### src/rtl/hold_arb_pkg.sv
package hold_arb_pkg;

    typedef enum logic [1:0] {
        ST_IDLE = 2'd0,
        ST_PEND = 2'd1,
        ST_HOLD = 2'd2,
        ST_REL  = 2'd3
    } hold_state_e;

    // Active-high internal view of the three outputs
    typedef struct packed {
        logic grant;
        logic breq;
        logic intout;
    } bus_ctl_t;

    localparam bus_ctl_t CTL_QUIET = '{grant: 1'b0, breq: 1'b0, intout: 1'b0};

    function automatic bus_ctl_t next_ctl(
        input hold_state_e nxt,
        input logic        early_nxt,
        input logic        irq_pend,
        input logic        code_ext,
        input logic        intout_q
    );
        bus_ctl_t c;
        c.grant  = (nxt == ST_HOLD);
        c.breq   = (nxt == ST_HOLD) && code_ext && irq_pend && !early_nxt;
        c.intout = ((nxt == ST_HOLD) && early_nxt)
                || ((nxt == ST_HOLD) && !code_ext && irq_pend)
                || ((nxt == ST_REL) && code_ext && irq_pend)
                || (intout_q && irq_pend);
        return c;
    endfunction

endpackage

### src/rtl/hold_req_sync.sv
module hold_req_sync #(
    parameter int   STAGES  = 2,
    parameter logic RST_VAL = 1'b1
) (
    input  logic clk,
    input  logic rst,
    input  logic din,
    output logic dout
);
    logic [STAGES-1:0] chain;
    logic [STAGES-1:0] src;

    assign src = {chain[STAGES-2:0], din};

    for (genvar i = 0; i < STAGES; i++) begin : g_stage
        always_ff @(posedge clk) begin
            if (rst) chain[i] <= RST_VAL;
            else     chain[i] <= src[i];
        end
    end

    assign dout = chain[STAGES-1];
endmodule

### src/rtl/hold_arb_fsm.sv
module hold_arb_fsm
    import hold_arb_pkg::*;
(
    input  logic        clk,
    input  logic        rst,
    input  logic        hold_en,
    input  logic        req_s,
    input  logic        bus_idle,
    input  logic        irq_pend,
    input  logic        code_ext,
    output hold_state_e state_q,
    output hold_state_e state_nxt,
    output logic        early_nxt
);
    logic early_q;

    always_comb begin
        state_nxt = state_q;
        unique case (state_q)
            ST_IDLE: if (hold_en && req_s) state_nxt = ST_PEND;
            ST_PEND: begin
                if (!req_s)        state_nxt = ST_IDLE;
                else if (bus_idle) state_nxt = ST_HOLD;
            end
            ST_HOLD: if (!req_s) state_nxt = ST_REL;
            ST_REL:  state_nxt = ST_IDLE;
            default: state_nxt = ST_IDLE;
        endcase
    end

    // Interrupt seen in the window between request and grant (external code)
    always_comb begin
        if (state_nxt == ST_IDLE)
            early_nxt = 1'b0;
        else if (state_q == ST_PEND && code_ext && irq_pend)
            early_nxt = 1'b1;
        else
            early_nxt = early_q;
    end

    always_ff @(posedge clk) begin
        if (rst) begin
            state_q <= ST_IDLE;
            early_q <= 1'b0;
        end else begin
            state_q <= state_nxt;
            early_q <= early_nxt;
        end
    end
endmodule

### src/rtl/hold_arb_outs.sv
module hold_arb_outs
    import hold_arb_pkg::*;
(
    input  logic        clk,
    input  logic        rst,
    input  hold_state_e state_nxt,
    input  logic        early_nxt,
    input  logic        irq_pend,
    input  logic        code_ext,
    output bus_ctl_t    ctl_q
);
    bus_ctl_t ctl_d;

    always_comb ctl_d = next_ctl(state_nxt, early_nxt, irq_pend, code_ext, ctl_q.intout);

    always_ff @(posedge clk) begin
        if (rst) ctl_q <= CTL_QUIET;
        else     ctl_q <= ctl_d;
    end
endmodule

### src/rtl/bus_hold_arbiter.sv
module bus_hold_arbiter
    import hold_arb_pkg::*;
#(
    parameter int SYNC_STAGES = 2
) (
    input  logic clk,
    input  logic rst,
    input  logic hold_en,
    input  logic hold_req_n,
    input  logic irq_pend,
    input  logic code_ext,
    input  logic bus_idle,
    output logic hold_ack_n,
    output logic bus_req_n,
    output logic int_out_n
);
    logic        req_n_s;
    logic        req_s;
    hold_state_e state_q;
    hold_state_e state_nxt;
    logic        early_nxt;
    bus_ctl_t    ctl_q;

    hold_req_sync #(.STAGES(SYNC_STAGES), .RST_VAL(1'b1)) u_sync (
        .clk  (clk),
        .rst  (rst),
        .din  (hold_req_n),
        .dout (req_n_s)
    );

    assign req_s = ~req_n_s;

    hold_arb_fsm u_fsm (
        .clk       (clk),
        .rst       (rst),
        .hold_en   (hold_en),
        .req_s     (req_s),
        .bus_idle  (bus_idle),
        .irq_pend  (irq_pend),
        .code_ext  (code_ext),
        .state_q   (state_q),
        .state_nxt (state_nxt),
        .early_nxt (early_nxt)
    );

    hold_arb_outs u_outs (
        .clk       (clk),
        .rst       (rst),
        .state_nxt (state_nxt),
        .early_nxt (early_nxt),
        .irq_pend  (irq_pend),
        .code_ext  (code_ext),
        .ctl_q     (ctl_q)
    );

    assign hold_ack_n = ~ctl_q.grant;
    assign bus_req_n  = ~ctl_q.breq;
    assign int_out_n  = ~ctl_q.intout;
endmodule

### config.mk
export PLATFORM = sky130hd
export DESIGN_NAME = bus_hold_arbiter
export DESIGN_NICKNAME = d
export VERILOG_FILES = /design/src/rtl/hold_arb_pkg.sv /design/src/rtl/hold_req_sync.sv /design/src/rtl/hold_arb_fsm.sv /design/src/rtl/hold_arb_outs.sv /design/src/rtl/bus_hold_arbiter.sv
export SDC_FILE = /design/constraint.sdc
export NUM_CORES = 1
export LEC_CHECK = 0
export BUFFER_PORTS_ARGS = -buffer_cell sky130_fd_sc_hd__clkbuf_2
export CORE_AREA = 8 8 45 47
export CTS_BUF_LIST = sky130_fd_sc_hd__clkbuf_8 sky130_fd_sc_hd__clkbuf_16
export DETAILED_ROUTE_END_ITERATION = 7
export DIE_AREA = 0 0 53 55
export PLACE_DENSITY = 0.53
export SKIP_CTS_REPAIR_TIMING = 1
export SLEW_MARGIN = 25
export SYNTH_ARGS = -nofsm -noshare
export SYNTH_HDL_FRONTEND = slang
export SYNTH_SLANG_ARGS = --single-unit
export TNS_END_PERCENT = 10
### constraint.sdc
create_clock -name clk -period 4 [get_ports clk]
set_input_delay 0.4 -clock clk [delete_from_list [all_inputs] [get_ports clk]]
set_output_delay 0.4 -clock clk [all_outputs]
set_load 0.01 [all_outputs]
==> results of run 1 <==
==> how the worst max path moves through the flow <==
stage,start,endpoint,slack (ps)
floorplan,u_fsm.state_q[0]$_SDFF_PP0_,u_outs.ctl_q[0]$_SDFF_PP0_,2540
global placement,bus_idle,u_outs.ctl_q[0]$_SDFF_PP0_,2350
detailed placement,bus_idle,u_outs.ctl_q[0]$_SDFF_PP0_,2350
CTS,u_fsm.state_q[0]$_SDFF_PP0_,u_outs.ctl_q[0]$_SDFF_PP0_,2430
global route,u_fsm.state_q[0]$_SDFF_PP0_,u_outs.ctl_q[0]$_SDFF_PP0_,2320
finish,u_fsm.state_q[1]$_SDFF_PP0_,u_outs.ctl_q[0]$_SDFF_PP0_,2440
==> registers in the layout, indices dropped and copies added, names as in the netlist <==
| register | flops |
|---|---|
| u_outs.ctl_q | 3 |
| u_sync.dout | 1 |
| u_sync.chain | 1 |
| u_fsm.early_q | 1 |
| u_fsm.state_q | 2 |
==> Yosys cell counts (all sizes together) <==
library cell / n / area share (%)
dfxtp: 8 / 48
inv: 5 / 5.6
nor2: 3 / 3.3
a211oi: 2 / 5.9
nor3b: 2 / 4.5
nor4b: 2 / 7.1
or2: 2 / 3.7
a31oi: 1 / 3.7
a41oi: 1 / 2.6
and2: 1 / 1.9
and4: 1 / 2.6
and4bb: 1 / 3.7
nand2: 1 / 1.1
nor2b: 1 / 1.9
nor3: 1 / 1.5
o41a: 1 / 3.3
==> report_power, final <==
group	internal, mW	total [mW]	switching (mW)
combinational	0.00401	0.00795	0.00395
sequential	0.0814	0.0823	0.000889
clock	0.0649	0.0934	0.0285
==> cell families (layout without fill, tap and decap cells) <==
| logic type | Yosys count | count (layout) | synth area share (%) |
|---|---|---|---|
| AOI/OAI and AO/OA | 5 | 5 | 15.6 |
| and+or+nand+nor | 15 | 15 | 31.2 |
| buffers and inverters | 5 | 17 | 5.58 |
| DFF | 8 | 8 | 47.6 |
==> metrics by stage <==
step           cell area (µm²)  util [%]
3_3_place_gp               402      29.0
2_1_floorplan              337         -
5_1_grt                    443      32.0
4_1_cts                    443      32.0
3_5_place_dp               402      29.0
6_report                   443      32.0
==> cell type report <==
class | instances | area share (%)
inverter | 5 | 4.24
clock buffer | 3 | 9.32
tap | 16 | 4.52
timing repair buffer | 9 | 10.2
multi-input combinational | 20 | 35.6
sequential | 8 | 36.2
==> layer usage <==
layer | routed length, µm | up-vias | track usage [%]
li1 | - | 144 | -
met1 | 261 | 122 | 4.40
met2 | 270 | 9 | 8.20
met3 | 63 | 4 | 1.87
met4 | 34 | 0 | 7.76
met5 | 0 | - | 0
==> summary.txt, run 1 <==
GRT Total Usage: 5.24%
CTS tree: done
CTS Sinks: 8
Worst setup SP type: flip-flop
Tcrit/Tclk final: 39.1%
# rows: 14
antenna violations before repair: 0
vias in the first global route: 284
crit-path max FO: 6
Worst-path clk slew: 40 ps
CP endpoint kind: flip-flop
number of cells on the critical path: 4
worst-skew pair later-pin latency: 220 ps
Max Cap Viol: 0
clk buf depth: 2
synthesized cell area: 337 µm²
Initial Util: 24.3%
Tot Pwr: 0.184 mW
core box area: 1380 µm²
PortBufs: 9
gpl congestion: 0.677
Final Hold Fails: 0
r2r setup slk: 2440 ps
DRT iter0 DRCs: 4
Setup Crit Path Kind: flip-flop to flip-flop
Synth Instances: 33
Hold Path End: u_sync.chain[0]$_SDFF_PP1_
largest net degree at the start of global routing: 8
post-DR vias/cell: 4.57
CTS Buf Count: 3
area of the multi-input gates: 158 µm²
TritonRoute pass-1 iters: 2
fin. max-slew vios: 0
outcome: finished clean
Clock Skew: 3.63 ps
CTS H-Tree Depth: 1
fraction of layout cells with a size suffix above 1: 37.8%
Worst-Margin Slew: 380 ps
most common cell after layout, fill and taps aside: clkbuf_2
Fill cells: 152
Place WS: 2350 ps
Die Outline Area: 2920 µm²
crit-path max cell delay: 390 ps
final setup margin: 2440 ps
Post-Synthesis Mean Instance Area: 10.2 µm²
Peak VDD IR: 114 µV
top cell family by delay on the critical path: compound AO/OA/AOI/OAI gates
post-DP HPWL: 498 µm
commonest non-fill, non-tap cells in the layout: 9 x clkbuf_2, 8 x dfxtp_1, 5 x inv_1
Finished Layout Cells: 61
minimum clock period: 1560 ps
Hold Path Class: input pin to flip-flop
Mapped Nets: 40
# IOs: 10
setup tns final: 0 ps
R2R Path Start: u_fsm.state_q[1]$_SDFF_PP0_
placed cells: 58
Area Growth Syn to Fin: 31.6%
detailed-route DRC error count: 0
CP Cell Sequence: nor2b_1, a31oi_2, and4bb_1, o41a_1
WL/cell: 10.3 µm
Netlist cell types: 18
Worst EP arrival: 1670 ps
Hold WS: 360 ps
Hold Crit Start: hold_req_n
setup violators final: 0
worst r2r path cells: 4
register area: 160 µm²
reg-to-reg endpoint: u_outs.ctl_q[0]$_SDFF_PP0_
Final nets: 54
Slew HR: 74.6%
slowest stage cell, crit path: o41a_1
Die X-Extent: 53 µm
#FFs+latches synth: 8
root buf cell: clkbuf_8
hold depth: 2
Final ANT Viol Nets: 0
Leak: 0.170 nW
Syn. warnings: 0
first-pass GRT wire length: 1.06 mm
vias: 279
grt ovf: 0
RSZ-0062 raised after global routing: no
die height: 55 µm
post-synthesis sequential area ratio: 47.6%
P per Cell Area: 414 nW/µm²
routed wire length: 628 µm
Required @ worst endpoint: 4110 ps
n_diodes: 0
CP bufs+invs: 0
fmax: 639 MHz
Note: power is estimated with default switching activity, not from simulation.
==> run 2, diff against run 1 <==
- PLACE_DENSITY: 0.53 -> 0.55
- clock period: 4 -> 1.3 ns (I/O delays scaled with it)
==> run 2 against run 1 <==
Against the previous run: the flow now finishes with violations (negative setup slack); global-route usage grew 0.34 points; clock skew barely moved; sequential share of layout area shrank 4.9 points; worst hold slack worse by 280 ps; utilization increased by 7.6 points; design area is 24% higher; count of clock-buffer cells in the layout stayed put; total power grew to 3.2 times the previous value.
==> summary.txt, run 2 (synthesized netlist as in run 1, its figures left out) <==
first-pass GRT wire length: 1.16 mm (+9.1%)
detailed-route DRC error count: 0 (unchanged)
Hold Path Class: input pin to flip-flop
TritonRoute pass-1 iters: 2 (unchanged)
final setup margin: -103 ps (-2540 ps)
grt ovf: 0 (unchanged)
WL/cell: 11.0 µm (+6.6%)
Tcrit/Tclk final: 108% (+69 points)
RSZ-0062 raised after global routing: yes
vias in the first global route: 284 (unchanged)
Worst Setup EP: u_outs.ctl_q[0]$_SDFF_PP0_
Slew HR: 81.7% (+7.1 points)
Clock Skew: 3.72 ps (+0.0906 ps)
CTS Buf Count: 3 (unchanged)
Layout Utilization: 39.6% (+7.6 points)
Final Hold Fails: 0 (unchanged)
clk buf depth: 2 (unchanged)
Final ANT Viol Nets: 0 (unchanged)
largest net degree at the start of global routing: 8 (unchanged)
antenna violations before repair: 0 (unchanged)
slowest stage cell, crit path: dfxtp_4
Worst-Margin Slew: 273 ps (-106 ps)
crit-path max FO: 5 (-1)
worst-skew pair later-pin latency: 230 ps (about the same)
failing checks: negative setup slack
worst r2r path cells: 4 (unchanged)
n_diodes: 0 (unchanged)
crit path launch: u_fsm.state_q[0]$_SDFF_PP0_
CTS H-Tree Depth: 1 (unchanged)
Fill cells: 144 (-5.3%)
top layer in use: met4
hold depth: 2 (unchanged)
Final nets: 59 (+9.3%)
CP endpoint kind: flip-flop
routed wire length: 735 µm (+17%)
met2 WL: 320 µm (+19%)
Die X-Extent: 53 µm (unchanged)
Worst setup SP type: flip-flop
commonest non-fill, non-tap cells in the layout: 9 x clkbuf_2, 6 x inv_1, 5 x buf_4, 5 x dfxtp_1
root buf cell: clkbuf_8
placed instance area: 488 µm² (+21%)
post-DP HPWL: 551 µm (+11%)
P per Cell Area: 1070 nW/µm² (+160%)
R2R Path Start: u_fsm.state_q[0]$_SDFF_PP0_
most common cell after layout, fill and taps aside: clkbuf_2
Max Cap Viol: 0 (unchanged)
setup violators final: 1 (+1)
max reg flops: 3 (unchanged)
reg-to-reg endpoint: u_outs.ctl_q[0]$_SDFF_PP0_
Tot Pwr: 0.584 mW (+220%)
Worst-path clk slew: 40 ps (about the same)
metal3 WL: 73 µm (+16%)
Setup Crit Path Kind: flip-flop to flip-flop
PortBufs: 9 (unchanged)
# IOs: 10 (unchanged)
largest registers: u_outs.ctl_q: 3 flops, u_fsm.state_q: 2 flops
outcome: complete, but fails checks
Largest Register: u_outs.ctl_q
number of cells on the critical path: 4 (unchanged)
gpl congestion: 0.711 (+5.1%)
Peak VDD IR: 559 µV (+390%)
Finished Layout Cells: 67 (+9.8%)
vias: 293 (+5.0%)
CTS Sinks: 8 (unchanged)
fraction of layout cells with a size suffix above 1: 54.9% (+17 points)
DRT iter0 DRCs: 2 (-2)
fin area: 548 µm² (+24%)
core box area: 1380 µm² (unchanged)
placed cells: 63 (+8.6%)
minimum clock period: 1400 ps (-162 ps)
CP Cell Sequence: nor4b_4, a211oi_4, nor3b_1, o41a_1
die height: 55 µm (unchanged)
Required @ worst endpoint: 1410 ps (-2700 ps)
CP bufs+invs: 0 (unchanged)
CTS tree: done
fmax: 713 MHz (+12%)
Die Outline Area: 2920 µm² (unchanged)
GRT Total Usage: 5.58% (+0.34 points)
Initial Util: 24.3% (unchanged)
crit-path max cell delay: 360 ps (-30 ps)
top cell family by delay on the critical path: simple AND/OR/NAND/NOR gates
Routed met1 length: 318 µm (+22%)
fin. max-slew vios: 0 (unchanged)
Worst EP arrival: 1510 ps (-160 ps)
r2r setup slk: -100 ps (-2540 ps)
# rows: 14 (unchanged)
post-DR vias/cell: 4.37 (-4.4%)
Leak: 0.214 nW (+26%)
Area Growth Syn to Fin: 62.8%
==> run 2: cell types whose count changed in the layout (fill, tap and decap cells not counted), moves of 2 or more <==
cell     previous run  this run
nor4b_4             0         2
buf_4               0         5
dfxtp_4             0         3
dfxtp_1             8         5
==> run 2: layer usage <==
| layer | global-route usage (%) | vias to the layer above |
|---|---|---|
| met5 | 0 | - |
| met4 | 5.17 | 0 |
| met3 | 3.48 | 3 |
| met1 | 5.79 | 127 |
| met2 | 7.62 | 9 |
| li1 | - | 154 |
==> run 2: final cells by class <==
type                       count  area (µm²)  share of cell area [%]
sequential                     8         171                    31.3
timing repair buffer          14        82.6                    15.1
clock buffer                   3        41.3                    7.53
inverter                       5        18.8                    3.42
tap                           16        20.0                    3.65
multi-input combinational     20         210                    38.4
clock inverter                 1        3.75                   0.685
==> run 2: power breakdown <==
| group | total (mW) | leakage [nW] | switching, mW | internal (mW) |
|---|---|---|---|---|
| sequential | 0.250 | 0.0666 | 0.00475 | 0.246 |
| clock | 0.299 | 0.0269 | 0.0947 | 0.204 |
| combinational | 0.0349 | 0.121 | 0.0160 | 0.0189 |
| total | 0.584 | 0.214 | 0.115 | 0.469 |
==> run 2: worst min-delay path by stage <==
stage	end	start
after global routing	u_sync.chain[0]$_SDFF_PP1_	hold_req_n
after CTS	u_sync.chain[0]$_SDFF_PP1_	hold_req_n
after detailed placement	u_sync.chain[0]$_SDFF_PP1_	hold_req_n
final	u_sync.chain[0]$_SDFF_PP1_	hold_req_n
after floorplan	u_fsm.state_q[0]$_SDFF_PP0_	rst
after global placement	u_sync.chain[0]$_SDFF_PP1_	hold_req_n
==> run 2: stage by stage <==
stage | TNS, ps | setup slack, ps | hold slack [ps]
floorplan | -74.0 | -74.0 | 193
global placement | -164 | -90.9 | 313
detailed placement | -132 | -96.1 | 315
CTS | -149 | -98.7 | 76.6
global route | -192 | -151 | 84.6
finish | -103 | -103 | 81.3
==> run 2: worst register-to-register path: stages, from the launching register on <==
cell	delay, ps
dfxtp_4	360
nor4b_4	330
a211oi_4	90
nor3b_1	150
o41a_1	360
